==> config.mk <==
export PLATFORM = sky130hd
export DESIGN_NAME = vbsSadTree
export DESIGN_NICKNAME = d
export VERILOG_FILES = /design/src/rtl/vbsSadPkg.sv /design/src/rtl/vbsSadCtrl.sv /design/src/rtl/vbsSadDatapath.sv /design/src/rtl/vbsSadTree.sv
export SDC_FILE = /design/constraint.sdc
export NUM_CORES = 2
export LEC_CHECK = 0
export ABC_AREA = 1
export BUFFER_PORTS_ARGS = -buffer_cell sky130_fd_sc_hd__buf_2
export CAP_MARGIN = 20
export CORE_UTILIZATION = 40
export DETAILED_ROUTE_END_ITERATION = 6
export SKIP_CTS_REPAIR_TIMING = 1
export SYNTH_ARGS = -nofsm -noshare
export SYNTH_HDL_FRONTEND = slang
export SYNTH_SLANG_ARGS = --single-unit
==> constraint.sdc <==
create_clock -name clk -period 12.45 [get_ports clk]
set_input_delay 0.6225 -clock clk [delete_from_list [all_inputs] [get_ports clk]]
set_output_delay 0.6225 -clock clk [all_outputs]
set_load 0.02 [all_outputs]
==> src/rtl/vbsSadPkg.sv <==
package vbsSadPkg;
  localparam int MB_DIM      = 16;
  localparam int BLK_DIM     = 4;
  localparam int BLK_PER_ROW = MB_DIM / BLK_DIM;
  localparam int NUM_BLK     = BLK_PER_ROW * BLK_PER_ROW;
  localparam int ROW_CNT_W   = $clog2(MB_DIM) + 1;
  localparam int BROW_W      = $clog2(BLK_PER_ROW);

  typedef struct packed {
    logic              clearAcc;
    logic              addRow;
    logic [BROW_W-1:0] blkRow;
  } sadStrb_t;
endpackage

==> src/rtl/vbsSadCtrl.sv <==
module vbsSadCtrl
  import vbsSadPkg::*;
(
  input  logic     clk,
  input  logic     rstN,
  input  logic     start,
  input  logic     rowValid,
  output sadStrb_t strb,
  output logic     done
);
  localparam logic [ROW_CNT_W-1:0] LAST_ROW = ROW_CNT_W'(MB_DIM - 1);
  localparam logic [ROW_CNT_W-1:0] FULL     = ROW_CNT_W'(MB_DIM);

  logic [ROW_CNT_W-1:0] rowCnt;
  logic accept;

  assign accept = rowValid && !start && (rowCnt != FULL);

  always_comb begin
    strb.clearAcc = start;
    strb.addRow   = accept;
    strb.blkRow   = rowCnt[ROW_CNT_W-2 -: BROW_W];
  end

  always_ff @(posedge clk) begin
    if (!rstN) begin
      rowCnt <= '0;
      done   <= 1'b0;
    end else begin
      done <= accept && (rowCnt == LAST_ROW);
      if (start)       rowCnt <= '0;
      else if (accept) rowCnt <= rowCnt + 1'b1;
    end
  end
endmodule

==> src/rtl/vbsSadDatapath.sv <==
module vbsSadDatapath
  import vbsSadPkg::*;
#(
  parameter int PIX_W = 8,
  localparam int W44  = PIX_W + 4,
  localparam int W84  = W44 + 1,
  localparam int W88  = W44 + 2,
  localparam int W168 = W44 + 3,
  localparam int W16  = W44 + 4
) (
  input  logic                    clk,
  input  logic                    rstN,
  input  sadStrb_t                strb,
  input  logic [MB_DIM*PIX_W-1:0] curRow,
  input  logic [MB_DIM*PIX_W-1:0] refRow,
  output logic [NUM_BLK*W44-1:0]  sad4x4,
  output logic [8*W84-1:0]        sad8x4,
  output logic [8*W84-1:0]        sad4x8,
  output logic [4*W88-1:0]        sad8x8,
  output logic [2*W168-1:0]       sad16x8,
  output logic [2*W168-1:0]       sad8x16,
  output logic [W16-1:0]          sad16x16
);
  localparam int PART_W = PIX_W + 2;

  logic [PIX_W-1:0]  absDiff [MB_DIM];
  logic [PART_W-1:0] rowPart [BLK_PER_ROW];
  logic [W44-1:0]    acc     [NUM_BLK];
  logic [W84-1:0]    s84     [8];
  logic [W84-1:0]    s48     [8];
  logic [W88-1:0]    s88     [4];
  logic [W168-1:0]   s168    [2];
  logic [W168-1:0]   s816    [2];

  for (genvar p = 0; p < MB_DIM; p++) begin : gDiff
    logic [PIX_W-1:0] c, r;
    assign c = curRow[p*PIX_W +: PIX_W];
    assign r = refRow[p*PIX_W +: PIX_W];
    assign absDiff[p] = (c > r) ? (c - r) : (r - c);
  end

  for (genvar g = 0; g < BLK_PER_ROW; g++) begin : gRowPart
    assign rowPart[g] = PART_W'(absDiff[4*g])   + PART_W'(absDiff[4*g+1])
                      + PART_W'(absDiff[4*g+2]) + PART_W'(absDiff[4*g+3]);
  end

  for (genvar k = 0; k < NUM_BLK; k++) begin : gAcc
    localparam logic [BROW_W-1:0] MY_ROW = BROW_W'(k / BLK_PER_ROW);
    always_ff @(posedge clk) begin
      if (!rstN || strb.clearAcc) acc[k] <= '0;
      else if (strb.addRow && strb.blkRow == MY_ROW)
        acc[k] <= acc[k] + W44'(rowPart[k % BLK_PER_ROW]);
    end
    assign sad4x4[k*W44 +: W44] = acc[k];
  end

  for (genvar j = 0; j < 8; j++) begin : gPairs
    assign s84[j] = W84'(acc[2*j]) + W84'(acc[2*j+1]);
    assign s48[j] = W84'(acc[8*(j/4) + (j%4)]) + W84'(acc[8*(j/4) + (j%4) + 4]);
    assign sad8x4[j*W84 +: W84] = s84[j];
    assign sad4x8[j*W84 +: W84] = s48[j];
  end

  for (genvar q = 0; q < 4; q++) begin : gQuad
    assign s88[q] = W88'(s84[4*(q/2) + (q%2)]) + W88'(s84[4*(q/2) + (q%2) + 2]);
    assign sad8x8[q*W88 +: W88] = s88[q];
  end

  for (genvar h = 0; h < 2; h++) begin : gHalf
    assign s168[h] = W168'(s88[2*h]) + W168'(s88[2*h+1]);
    assign s816[h] = W168'(s88[h])   + W168'(s88[h+2]);
    assign sad16x8[h*W168 +: W168] = s168[h];
    assign sad8x16[h*W168 +: W168] = s816[h];
  end

  assign sad16x16 = W16'(s168[0]) + W16'(s168[1]);
endmodule

==> src/rtl/vbsSadTree.sv <==
module vbsSadTree
  import vbsSadPkg::*;
#(
  parameter int PIX_W = 8,
  localparam int W44  = PIX_W + 4,
  localparam int W84  = W44 + 1,
  localparam int W88  = W44 + 2,
  localparam int W168 = W44 + 3,
  localparam int W16  = W44 + 4
) (
  input  logic                    clk,
  input  logic                    rstN,
  input  logic                    start,
  input  logic                    rowValid,
  input  logic [MB_DIM*PIX_W-1:0] curRow,
  input  logic [MB_DIM*PIX_W-1:0] refRow,
  output logic                    done,
  output logic [NUM_BLK*W44-1:0]  sad4x4,
  output logic [8*W84-1:0]        sad8x4,
  output logic [8*W84-1:0]        sad4x8,
  output logic [4*W88-1:0]        sad8x8,
  output logic [2*W168-1:0]       sad16x8,
  output logic [2*W168-1:0]       sad8x16,
  output logic [W16-1:0]          sad16x16
);
  sadStrb_t strb;

  vbsSadCtrl ctrl (
    .clk(clk), .rstN(rstN), .start(start), .rowValid(rowValid),
    .strb(strb), .done(done)
  );

  vbsSadDatapath #(.PIX_W(PIX_W)) dp (
    .clk(clk), .rstN(rstN), .strb(strb), .curRow(curRow), .refRow(refRow),
    .sad4x4(sad4x4), .sad8x4(sad8x4), .sad4x8(sad4x8), .sad8x8(sad8x8),
    .sad16x8(sad16x8), .sad8x16(sad8x16), .sad16x16(sad16x16)
  );
endmodule

# Word level (Yosys, flattened, before mapping)
# Memory sizes are Yosys's and may differ from the RTL's.
# Cells that the tools add are included.
# word_totals
reg_bits	6
ram_bits	192
in_bits	260
memories	1
# classes
addsub	86
magnitude_cmp	16
n_eq_ne	5
n_mux	46
n_bitwise	17
reduce_logical	12
# memory_table
memory	depth	word_bits	rd	rd_ports_with_merged_regs	write_ports	line_no	rtl
dp.acc	16	12	16	0	16	vbsSadDatapath.sv:28	logic [W44-1:0] acc [NUM_BLK];
# op_table
op	n
subtractor 8 bit	32
adder 12 x 12 -> 13 bit	16
adder 12 x 10 -> 12 bit	16
two-way mux 12 bit	16
> comparator 8 bit	16
two-way mux 8 bit	16
adder 10 x 8 -> 10 bit	8
adder 14 x 14 -> 15 bit	4
adder 13 x 13 -> 14 bit	4
adder 8 x 8 -> 9 bit	4
adder 15 x 15 -> 16 bit	1
bitwise OR 1 bit	16
two-way mux 1 bit	14
logical AND 1 bit	7
adder 5 x 1 -> 5 bit, second input constant	1
equality test 5 x 4 -> 1 bit, second input constant	1
inequality test 5 bit, second input constant	1
equality test 2 bit, second input constant	2
equality test 2 x 1 -> 1 bit, second input constant	1
logical NOT 1 bit	2
logical NOT 2 bit	1
OR reduction 2 bit	1
logical OR 1 bit	1
inverter 1 bit	1

# Longest topological paths before layout
# depth
word_depth	8
depth_mapped	39

# Cells and area by module
# A second synthesis with hierarchy kept.
# hier_totals
cells_unflattened	5079
area_unflattened_um2	38244.2
# modules_own_cells
mod	instances	cells_each	area_per_inst_um2	seq_area_each_um2
vbsSadDatapath	1	5022	37835.0	5765.5
vbsSadCtrl	1	57	409.1	120.1

# Worst setup path after synthesis
# Ideal clock, no wire load.
# synth_timing
kind	register -> output
from	mem dp.acc[6][0] (netlist name)
to	out sad16x16[14]
arrival_time_ns	5.257
required_time_ns	11.827
setup_slack_ns	6.571
path_stages_with_launch	28
path_buffers	0
cell_sequence	edfxtp_1 -> ha_1 -> fa_1 -> nand2_1 -> nand2_1 -> o21ai_0 -> o21ai_0 -> xor2_1 -> ha_1 -> a21oi_1 -> o21ai_0 -> a21oi_1 -> xnor2_1 -> ha_1 -> a21oi_1 -> o21ai_0 -> a21oi_1 -> xnor2_1 -> ha_1 -> nand2_1 -> inv_1 -> nand2_1 -> nand2_1 -> inv_1 -> nor2_1 -> nor2_1 -> nand3_1 -> nand2_1
# synth_lines
item	line_no	rtl
from (decl)	vbsSadDatapath.sv:28	
to (decl)	vbsSadTree.sv:24	output logic [W16-1:0] sad16x16

==> run summary <==
status -> finished clean
clock transition at the registers of the reported paths -> 80 ps
TritonCTS Sinks -> 198
area leader, netlist -> nand2_1
Chip Width -> 349 µm
Site Rows -> 126
clk_lat worst skew -> 520 ps
GR Overflow Total -> 0
hpwl dp -> 166000 µm
Syn Nets -> 9097
TNS Setup -> 0 ps
ranking of synthesized cells by area -> nand2_1, ha_1, edfxtp_1, inv_1, nand3_1
TritonCTS clock tree -> yes
Critical path buffers and inverters -> 1
Final setup viols -> 0
effective utilization at floorplan -> 40.5%
final-layout fill cell count -> 12900
Top delay family on crit path -> adder cells
min-delay worst type -> in2reg
Most used DFF post-synth -> edfxtp_1
Max Cap Violations -> 0
Nets -> 9876
RSZ-0062 raised after global routing -> false
cell with the most instances after synthesis -> nand2_1
Die Footprint -> 0.122 mm²
Syn Area/Cell -> 6.07 µm²
max-slew violations -> 0
initial antenna violation count -> 10
Slew HR -> 22.0%
vias in the first global route -> 49200
post-layout minimum cycle time -> 7260 ps
DRC Markers -> 0
wire per inst -> 18.6 µm
IO Count -> 793
Clock Tree Root -> clkbuf_16
core area -> 0.119 mm²
global-route wire length before repair -> 288000 µm
input/output buffers -> 792
WL final -> 192000 µm
Final GP Congestion -> 1.02
Initial DRT Pass Iterations -> 5
CTS H-tree depth -> 4
CP required -> 11830 ps
FF+latch count, synth -> 198
Synth Instances -> 7926
Worst Path Arrival -> 6640 ps
CP max-delay cell -> xnor2_1
share of layout cells above drive strength 1 -> 10.3%
cell with the most instances on the worst path -> nand2_1
Crit Path Category -> reg2out
synth cell count leaders -> nand2_1, inv_1, ha_1, nor2_1, nand3_1
number of enable flip-flop cells after synthesis -> 192
max frequency -> 0.138 GHz
Vias/cell -> 5.13
Yosys cell types -> 48
DRT iter0 DRCs -> 3841
startpoint types -> register
CTS Buf Count -> 17
GRT Util Overall -> 30.6%
Vias -> 53000
P&R area growth vs syn -> 13.4%
Final Hold Viols -> 0
Synth top area share -> 20.8%
die height -> 349 µm
maximum number of pins on one net before global-route repair -> 49
clk_skew -> 9.54 ps
Worst-Margin Slew -> 1160 ps
Netlist Area Pre-Place -> 0.0481 mm²
Warnings, synthesis -> 0
Final Cycle Share -> 58.4%
Crit. End Element -> output port
FFs w/ async S/R, synth -> 0%
clk buf depth -> 2
CP peak stage delay -> 800 ps
CP max FO -> 6
Final ANT Viol Nets -> 0
sequential cell area fraction in the yosys report -> 12.2%
==> final timing paths <==
path	cells past startpoint	to	slack (ps)	start
setup reg to reg	4	dp.acc[15][3]	9910	ctrl.rowCnt[2]
hold / removal	3	ctrl.done	360	rstN
setup / recovery	26	sad16x16[13]	5190	dp.acc[7][0]
hold reg to reg	2	ctrl.rowCnt[0]	530	ctrl.rowCnt[0]
==> registers in the layout, indices dropped and copies added (netlist names) <==
register and count:
dp.acc 192, ctrl.done 1, ctrl.rowCnt 5
==> final cells by class <==
type	count	area, µm²	area share [%]
Timing Repair Buffer	808	4090	7.49
Inverter	1372	5150	9.45
Multi-Input combinational cell	6308	36800	67.5
Sequential cell	198	5890	10.8
Tap cell	1600	2000	3.67
Clock inverter	15	144	0.264
Antenna cell	4	10.0	0.0184
Clock buffer	17	425	0.780
==> layout by cell type (no fill, tap or decap), drive strengths merged <==
cell      instances
nand3           606
clkinv            5
o211ai           11
a21boi           12
nor2b             1
o21a              6
nor3b            14
diode             4
bufinv            1
fa              113
a21oi           563
nand4           126
xor2            181
clkbuf           17
edfxtp          192
ha              798
nand3b            4
a31oi            14
and3              3
o31ai             1
nor2            731
clkinvlp          2
nand2b            1
or2              10
a21o             30
nand2          2666
o21ai           224
inv            1379
o21bai           24
buf             808
xnor2           134
dfxtp             6
nor3             30
and2              5
==> worst register-to-register path: cells and delay by family (launching register included) <==
kind                   cells  cell delay, ps
AND/OR/NAND/NOR            1             650
buffers and inverters      1             910
flip-flops                 1             460
AO/OA/AOI/OAI              2             380
==> stage by stage <==
stage / cells / setup slack [ps] / instance area, µm² / hold WS [ps] / utilization, %
2_1_floorplan: 7926 / 6570 / 48100 / 471 / -
5_1_grt: 10300 / 4750 / 54500 / 354 / 45.9
6_report: 10300 / 5190 / 54500 / 364 / 45.9
3_3_place_gp: 10300 / 5840 / 54000 / 496 / 45.4
4_1_cts: 10300 / 5230 / 54500 / 330 / 45.9
3_5_place_dp: 10300 / 5820 / 54000 / 527 / 45.5
==> logic make-up after synthesis <==
kind of cell	after synthesis	share of synthesized area, %
buffers and inverters	1420	11.3
AOI/OAI and AO/OA	885	9.84
and+or+nand+nor	4197	35.5
adders and majority gates	911	25.5
xor gates and xnor gates	315	5.73
DFF	198	12.2
==> routing by layer <==
metal	wire length (µm)	global-route usage, %	vias up
met1	85100	39.7	24100
met2	84500	50.1	1721
met3	15400	6.61	265
met5	49	0	-
met4	6690	9.85	6
li1	-	-	26900
Power is not shown: default switching activity piles up to over one toggle a cycle in this logic, so the estimate is an artifact.
